==> config.mk <==
export PLATFORM = sky130hd
export DESIGN_NAME = cap_access_unit
export DESIGN_NICKNAME = d
export VERILOG_FILES = /design/src/rtl/cap_access_unit.sv
export SDC_FILE = /design/constraint.sdc
export NUM_CORES = 1
export LEC_CHECK = 0
export BUFFER_PORTS_ARGS = -buffer_cell sky130_fd_sc_hd__buf_2
export CORE_AREA = 4 4 357 359
export DETAILED_ROUTE_END_ITERATION = 6
export DIE_AREA = 0 0 361 363
export PLACE_DENSITY = 0.55
export SYNTH_ARGS = -nofsm -noshare
export SYNTH_HDL_FRONTEND = slang
export SYNTH_SLANG_ARGS = --single-unit
export TNS_END_PERCENT = 1
==> constraint.sdc <==
create_clock -name clk -period 8.96 [get_ports clk]
set_input_delay 0.448 -clock clk [delete_from_list [all_inputs] [get_ports clk]]
set_output_delay 0.448 -clock clk [all_outputs]
set_load 0.02 [all_outputs]
==> src/rtl/cap_access_unit.sv <==
module cap_access_unit #(
  parameter int AW    = 64,
  parameter int IMM_W = 8,
  parameter int CAP_W = 128
) (
  input  logic                         clk,
  input  logic                         rst_n,
  input  logic                         op_valid,
  input  logic                         op_store,
  input  logic                         op_cap,
  input  logic [1:0]                   op_width,
  input  logic                         op_signext,
  input  logic                         op_linked,
  input  logic [AW-1:0]                cap_base,
  input  logic [AW:0]                  cap_top,
  input  logic [AW-1:0]                cap_cursor,
  input  logic                         cap_ld_perm,
  input  logic [AW-1:0]                idx_val,
  input  logic [IMM_W-1:0]             imm,
  input  logic [CAP_W-1:0]             src_data,
  input  logic                         src_tag,
  output logic                         mem_req,
  output logic                         mem_we,
  output logic                         mem_cond,
  output logic [AW-1:0]                mem_addr,
  output logic [$clog2(CAP_W/8):0]     mem_size,
  output logic [CAP_W-1:0]             mem_wdata,
  output logic                         mem_wtag,
  input  logic                         mem_rvalid,
  input  logic [CAP_W-1:0]             mem_rdata,
  input  logic                         mem_rtag,
  input  logic                         mem_rsupp,
  input  logic                         mem_sc_ok,
  output logic                         fault_len,
  output logic                         busy,
  output logic                         rsp_valid,
  output logic [CAP_W-1:0]             rsp_data,
  output logic                         rsp_tag,
  output logic                         sc_done,
  output logic                         sc_ok,
  output logic                         ll_flag,
  output logic [AW-1:0]                ll_addr
);

  localparam int CAP_SH = $clog2(CAP_W/8);
  localparam int SZW    = CAP_SH + 1;
  localparam int XW     = AW + 3;

  logic [2:0]             sh;
  logic [SZW-1:0]         sz;
  logic signed [XW-1:0]   imm_x, off_x, va, end_x, base_x, top_x;
  logic                   out_of_range, accept, is_cs;
  logic [CAP_W-1:0]       wdata;
  logic [AW-1:0]          dext;

  logic                   pend, p_cap, p_sx, p_perm, p_cs;
  logic [1:0]             p_w;

  assign sh     = op_cap ? 3'(CAP_SH) : {1'b0, op_width};
  assign sz     = SZW'(1) << sh;
  assign imm_x  = XW'($signed(imm));
  assign off_x  = imm_x <<< sh;
  assign va     = $signed({3'b000, cap_cursor}) + $signed({3'b000, idx_val}) + off_x;
  assign end_x  = va + $signed(XW'(sz));
  assign base_x = $signed({3'b000, cap_base});
  assign top_x  = $signed({2'b00, cap_top});
  assign out_of_range = (va < base_x) || (end_x > top_x);

  assign accept = op_valid && !pend;
  assign is_cs  = op_store && op_linked;
  assign busy   = pend;

  always_comb begin
    case (op_width)
      2'd0:    wdata = CAP_W'(src_data[7:0]);
      2'd1:    wdata = CAP_W'(src_data[15:0]);
      2'd2:    wdata = CAP_W'(src_data[31:0]);
      default: wdata = CAP_W'(src_data[AW-1:0]);
    endcase
    if (op_cap) wdata = src_data;
  end

  always_comb begin
    case (p_w)
      2'd0:    dext = p_sx ? AW'($signed(mem_rdata[7:0]))  : AW'(mem_rdata[7:0]);
      2'd1:    dext = p_sx ? AW'($signed(mem_rdata[15:0])) : AW'(mem_rdata[15:0]);
      2'd2:    dext = p_sx ? AW'($signed(mem_rdata[31:0])) : AW'(mem_rdata[31:0]);
      default: dext = mem_rdata[AW-1:0];
    endcase
  end

  always_ff @(posedge clk) begin
    if (!rst_n) begin
      mem_req   <= 1'b0;
      mem_we    <= 1'b0;
      mem_cond  <= 1'b0;
      mem_addr  <= '0;
      mem_size  <= '0;
      mem_wdata <= '0;
      mem_wtag  <= 1'b0;
      fault_len <= 1'b0;
      pend      <= 1'b0;
      p_cap     <= 1'b0;
      p_sx      <= 1'b0;
      p_perm    <= 1'b0;
      p_cs      <= 1'b0;
      p_w       <= 2'd0;
      rsp_valid <= 1'b0;
      rsp_data  <= '0;
      rsp_tag   <= 1'b0;
      sc_done   <= 1'b0;
      sc_ok     <= 1'b0;
      ll_flag   <= 1'b0;
      ll_addr   <= '0;
    end else begin
      mem_req   <= 1'b0;
      fault_len <= 1'b0;
      sc_done   <= 1'b0;
      rsp_valid <= 1'b0;
      if (accept) begin
        if (out_of_range) begin
          fault_len <= 1'b1;
        end else if (is_cs && !ll_flag) begin
          sc_done <= 1'b1;
          sc_ok   <= 1'b0;
        end else begin
          mem_req   <= 1'b1;
          mem_we    <= op_store;
          mem_cond  <= is_cs;
          mem_addr  <= va[AW-1:0];
          mem_size  <= sz;
          mem_wdata <= op_store ? wdata : '0;
          mem_wtag  <= op_store && op_cap && src_tag;
          pend      <= !op_store || is_cs;
          p_cap     <= op_cap;
          p_sx      <= op_signext;
          p_perm    <= cap_ld_perm;
          p_cs      <= is_cs;
          p_w       <= op_width;
          if (!op_store && op_linked) begin
            ll_flag <= 1'b1;
            ll_addr <= va[AW-1:0];
          end
          if (is_cs) ll_flag <= 1'b0;
        end
      end
      if (pend && mem_rvalid) begin
        pend <= 1'b0;
        if (p_cs) begin
          sc_done <= 1'b1;
          sc_ok   <= mem_sc_ok;
        end else begin
          rsp_valid <= 1'b1;
          rsp_data  <= p_cap ? mem_rdata : CAP_W'(dext);
          rsp_tag   <= p_cap && mem_rtag && p_perm && !mem_rsupp;
        end
      end
    end
  end

  p_fault_blocks_req_r3: assert property (@(posedge clk) disable iff (!rst_n)
    fault_len |-> !mem_req && !sc_done);

  p_cond_needs_link_r7: assert property (@(posedge clk) disable iff (!rst_n)
    (mem_req && mem_cond) |-> $past(ll_flag));

  p_link_closed_r9: assert property (@(posedge clk) disable iff (!rst_n)
    (mem_req && mem_cond) |-> !ll_flag);

  p_data_write_untagged_r8: assert property (@(posedge clk) disable iff (!rst_n)
    (mem_req && mem_we && !mem_size[SZW-1]) |-> !mem_wtag);

  p_rsp_after_mem_r5: assert property (@(posedge clk) disable iff (!rst_n)
    rsp_valid |-> $past(mem_rvalid));

  p_link_addr_r6: assert property (@(posedge clk) disable iff (!rst_n)
    (mem_req && !mem_we && $rose(ll_flag)) |-> ll_addr == mem_addr);

  p_ignore_when_busy_r12: assert property (@(posedge clk) disable iff (!rst_n)
    (busy && !mem_rvalid) |=> !mem_req && !fault_len);

endmodule

==> reports/results.txt, run 1 <==
Status = finished clean
Hold Path Class = in -> reg
Post-synth EDFFs = 0
Reg2Reg Depth = 6
Detailed Route Iter0 Violations = 2688
ANT nets after route = 0
Vias per cell = 4.90
Synth area leaders = dfxtp_1 (28%), ha_1 (11%), nand2_1 (9.0%), mux2i_1 (8.8%), a21oi_1 (4.4%)
Syn Std Cell Area = 29200 µm²
Longest Clk Path Bufs = 3
Syn Inst Count = 3632
Asr flop ratio synth = 0%
Syn_area_per_cell = 8.04 µm²
Kind of critical path = in -> reg
DRC = 0
Worst path most repeated cell = buf_4
Worst-skew pair later-pin latency = 0.63 ns
Initial Util = 23.6%
Netlist cell types = 115
Power Density = 212 nW/µm²
Largest net degree at the start of global routing = 105
WHS Path Cells = 3
Switch share = 42.4%
Most frequent cells in the layout = buf_2 (932), buf_4 (706), nand2_1 (697)
I/O Buffers = 935
Clk sinks = 405
Root Driver = clkbuf_16
Worst-margin pin slew = 1.19 ns
Total of max-cap violations = 0
Post-synth top area share = 27.8%
Gr ovfl total = 0
Peak supply drop = 139 µV
Gr usage total = 25.2%
RD Place Congestion = 0.974
Vias in the first global route = 33500
Initial antenna violation count = 88
Clk pwr share = 21.6%
RSZ-0062 raised after global routing = yes
CP arrival = 9.38 ns
TritonCTS Buffers = 47
Die area = 131000 µm²
Nets = 6048
Drt total wl = 175000 µm
Switching pwr = 3.97 mW
WHS Endpoint = rsp_data[57]
First-pass GRT wire length = 240000 µm
YS warnings = 0
Max-slew violations = 0
Fin crit share = 98.6%
Placed Cells = 6699
Setup total negative slack = 0 ns
Final HPWL DP = 150000 µm
Via count = 34200
F_max = 113 MHz
Min cycle time layout = 8.84 ns
Startpoint Class = primary input
Critical Path RT = 9.50 ns
DRT Pass-1 Iters = 5
RR Startpoint = busy
Post-synth net total = 4434
Worst hold path startpoint = mem_rdata[57]
Row Count = 129
Main synth FF type = dfxtp_1
Reg2reg end = rsp_data[50]
Area leader, netlist = dfxtp_1
Static Leak = 21.9 nW
I/O pin cnt = 936
Final Hold Fails = 0
Non-Filler Instances = 6967
Chip Width = 361 µm
Clock Skew = 0.0616 ns
Chip Height = 363 µm
Most common cell after layout, fill and taps aside = buf_2
Slew headroom = 20.8%
Register area share after synthesis = 27.8%
WL per Instance = 25.1 µm
Internal power = 5.39 mW
Layout cells sized above 1 = 37.4%
Crit-path max cell delay = 0.43 ns
Seq pwr share = 20.7%
CP max FO = 7
Setup violators final = 0
Fin Hold WS = 0.0566 ns
Combinational Power Share = 57.6%
Core area = 124000 µm²
CTS H-Tree Depth = 2
Critical Path Sink Type = flop
Area grow syn2layout = 51.2%
CP max stage cell = a2111oi_4
FILL cells = 13100
R2R setup slack = 6.22 ns
CTS tree = done
CTS clk-pin slew, worst paths = 0.06 ns
Flops & latches, synth = 405
[per-stage QoR]
step	area (µm²)	power (mW)	util [%]	worst slack, ns
finish	44200	9.36	35.7	0.122
global route	44100	9.90	35.6	-0.311
CTS	43300	9.24	35.0	0.00125
detailed placement	40300	7.06	32.6	-1.33
global placement	40300	7.01	32.6	-1.34
floorplan	29300	4.59	-	0.000879
[logic make-up after synthesis]
family / synth area share (%)
mux: 8.96
fa+ha+maj: 11.5
flops: 27.8
buf+inv: 6.40
simple gates: 19.9
compound gates: 20.8
xor+xnor: 4.66
[cell type report]
type                       instances  area [µm²]  share of cell area (%)
sequential                       405        8110                    18.4
timing repair buffer            1762       11400                    25.9
clock inverter                    20         323                   0.731
clock buffer                      62        1290                    2.93
antenna                           51         128                   0.289
tap                             1637        2050                    4.64
multi-input combinational       2831       20100                    45.4
inverter                         199         747                    1.69
[per-layer routing]
metal	up-vias	part of all wire [%]	global-route usage [%]
met2	1297	45	40.9
met1	16300	40	30.0
met5	-	0.077	0
li1	16200	-	-
met3	331	7.1	5.25
met4	20	7.9	17.1
[worst max path at each step]
stage                         from            to
global route            idx_val[0]   ll_addr[17]
global placement     cap_cursor[0]   ll_addr[57]
CTS                  cap_cursor[0]   ll_addr[12]
detailed placement   cap_cursor[0]    ll_addr[6]
floorplan           cap_cursor[29]  mem_wdata[3]
finish                  idx_val[0]    ll_addr[0]
[critical path: cells and delay by family]
family	cells	cell delay, ns
muxes	1	0.18
and+or+nand+nor	10	1.65
AOI/OAI and AO/OA	19	3.98
buffers and inverters	11	1.53
adders and majority gates	4	1.12
xor gates and xnor gates	2	0.45
[power by group through the flow]
stage          Combinational, mW  Clock [mW]  Sequential [mW]
2_1_floorplan               2.52           0             2.07
6_report                    5.40        2.03             1.94
3_5_place_dp                5.08           0             1.98
4_1_cts                     5.24        2.07             1.94
5_1_grt                     5.82        2.13             1.95
3_3_place_gp                5.04           0             1.98
[sequential cells by signal, summed over array words and instances, names as in the netlist, 2 cells and up]
signal and cells:
mem_wdata 128, mem_size 5, p_w 2, mem_addr 64, rsp_data 128, ll_addr 64
[timing repair]
action                                  4_1_cts  5_1_grt
endpoints found under the hold margin        96        0
setup buffers                                17       20
hold buffers                                 96        0
endpoints found under the setup margin      274      275
gates resized for setup                      64      112
gates cloned                                  1        2
pin swaps                                    31       77
[cell usage after synthesis, types with 65 or more instances]
master      n
a22o_1     65
nor2_1    148
a21oi_1   255
inv_1     197
xnor2_1   109
clkbuf_1  120
nand3_1    71
ha_1      263
nand2_1   703
a21o_1     84
o21ai_0   157
nand4_1    74
mux2i_1   257
dfxtp_1   405
Power figures use the tool's default switching activity.
==> run 2, diff against run 1 <==
Settings changed: PLACE_DENSITY 0.55 to unset.
==> reports/results.txt, run 2 (synthesized netlist as in run 1, its figures left out) <==
Final HPWL DP = 150000 µm (about the same)
Crit-path leading delay family = compound AO/OA/AOI/OAI gates
Min cycle time layout = 8.72 ns (-0.121 ns)
PnR worst setup slack = 0.243 ns (+0.121 ns)
CTS clk-pin slew, worst paths = 0.06 ns (about the same)
Hold Path Class = in -> reg
CP max stage cell = a2111oi_4
FILL cells = 13000 (-0.37%)
Gr ovfl total = 0 (unchanged)
Fin area = 44100 µm² (about the same)
Chip Width = 361 µm (unchanged)
Row Count = 129 (unchanged)
Core area = 124000 µm² (unchanged)
Area of the multi-input gates = 20100 µm² (about the same)
Fin crit share = 97.3% (-1.4 points)
Clk sinks = 405 (unchanged)
Clock Skew = 0.0358 ns (-0.0258 ns)
Slew headroom = 20.9% (+0.15 points)
WL per Instance = 25.0 µm (-0.27%)
Post-Place Setup Slack = -1.14 ns (+0.181 ns)
First-pass GRT wire length = 240000 µm (about the same)
RD Place Congestion = 0.967 (-0.70%)
Peak supply drop = 116 µV (-16%)
Largest net degree at the start of global routing = 117 (+11%)
I/O pin cnt = 936 (unchanged)
Total power = 9.49 mW (+1.4%)
Die area = 131000 µm² (unchanged)
CTS tree = done
Most frequent cells in the layout = buf_2 (932), buf_4 (708), nand2_1 (698)
TritonCTS Buffers = 49 (+4.3%)
Reg2Reg Depth = 6 (unchanged)
Gr usage total = 25.2% (about the same)
Layout cells sized above 1 = 37.3% (-0.073 points)
Drt total wl = 174000 µm (-0.23%)
Startpoint Class = primary input
Power Density = 215 nW/µm² (+1.5%)
Initial antenna violation count = 93 (+5.7%)
Worst-skew pair later-pin latency = 0.62 ns (about the same)
Chip Height = 363 µm (unchanged)
Largest registers = mem_wdata: 128 flops, rsp_data: 128 flops
Critical Path Sink Type = flop
CTS H-Tree Depth = 2 (unchanged)
Worst-margin pin slew = 1.19 ns (-0.00226 ns)
Kind of critical path = in -> reg
RSZ-0062 raised after global routing = yes
CP Buf/Inv Count = 11 (unchanged)
F_max = 115 MHz (+1.4%)
DRT Pass-1 Iters = 5 (unchanged)
Status = finished clean
Area after DPL = 40200 µm² (-0.17%)
Critical Path RT = 9.51 ns (about the same)
Detailed Route Iter0 Violations = 2768 (+3.0%)
Crit-path max cell delay = 0.43 ns (about the same)
Area grow syn2layout = 51.1% (about the same)
Final Hold Fails = 0 (unchanged)
WHS Path Cells = 3 (unchanged)
Setup total negative slack = 0 ns (unchanged)
Setup violators final = 0 (unchanged)
I/O Buffers = 935 (unchanged)
Vias in the first global route = 33100 (-1.2%)
Root Driver = clkbuf_16
DRC = 0 (unchanged)
CP arrival = 9.27 ns (-0.11 ns)
Static Leak = 21.9 nW (+0.16%)
Longest Clk Path Bufs = 3 (unchanged)
Vias per cell = 4.87 (-0.78%)
ANT nets after route = 0 (unchanged)
Critical path depth in cells = 45 (-4.3%)
CP max FO = 13 (+6)
Total of max-cap violations = 0 (unchanged)
Nets = 6046 (-0.033%)
Register area = 8110 µm² (unchanged)
Most common cell after layout, fill and taps aside = buf_2
Via count = 33900 (-0.73%)
Max-slew violations = 0 (unchanged)
Worst path most repeated cell = buf_4
Initial Util = 23.6% (unchanged)
[run 2: cell types whose count changed in the layout (fill, tap and decap cells not counted), sizes merged]
cell / before / now
inv: 200 / 204
clkinv: 9 / 13
bufinv: 5 / 6
buf: 1664 / 1660
dlygate4sd3: 96 / 98
clkinvlp: 5 / 3
diode: 51 / 49
[run 2: final timing paths]
| kind | startpoint | slack [ns] | end |
|---|---|---|---|
| setup reg to reg | busy | 6.16 | rsp_data[54] |
| hold / removal | src_data[53] | 0.05 | mem_wdata[53] |
| hold reg to reg | rsp_data[4] | 0.45 | rsp_data[4] |
| setup / recovery | cap_cursor[2] | 0.24 | ll_addr[41] |
[run 2: layout make-up]
class | instances | share of cell area (%)
Multi-Input combinational cell | 2831 | 45.5
Timing Repair Buffer | 1758 | 25.6
Sequential cell | 405 | 18.4
Tap cell | 1637 | 4.64
Clock buffer | 64 | 3.09
Inverter | 199 | 1.69
Clock inverter | 27 | 0.876
Antenna cell | 49 | 0.278
[run 2: tightest hold or removal path: stages]
cell and delay [ns]:
buf_2 0.10, nand2_1 0.04, mux2i_1 0.05
[run 2: metal layers]
metal	part of all wire (%)	global-route usage, %	up-vias
met5	0.11	0	-
li1	-	-	16200
met2	46	42.6	1288
met3	7.7	6.55	353
met1	39	29.2	16000
met4	6.7	13.5	32
[run 2: what timing repair did]
item / 4_1_cts / 5_1_grt
pin swaps: 26 / 61
setup buffers: 9 / 22
cloned: 1 / 0
hold buffers: 98 / 0
setup endpoints to repair: 274 / 274
resized for setup: 52 / 130
endpoints found under the hold margin: 98 / 0
[run 2: power breakdown]
part / leakage (nW) / switching (mW) / internal [mW]
Sequential: 3.27 / 0.0507 / 1.89
Clock: 0.851 / 0.892 / 1.26
Combinational: 17.8 / 3.06 / 2.34
[run 2: per-stage QoR]
stage	cells	utilization [%]	hold WS [ns]
2_1_floorplan	3632	-	0.435
3_3_place_gp	6701	32.5	0.441
3_5_place_dp	6701	32.5	0.445
4_1_cts	6900	35.0	0.0000341
5_1_grt	6949	35.6	0.0305
6_report	6970	35.6	0.0531
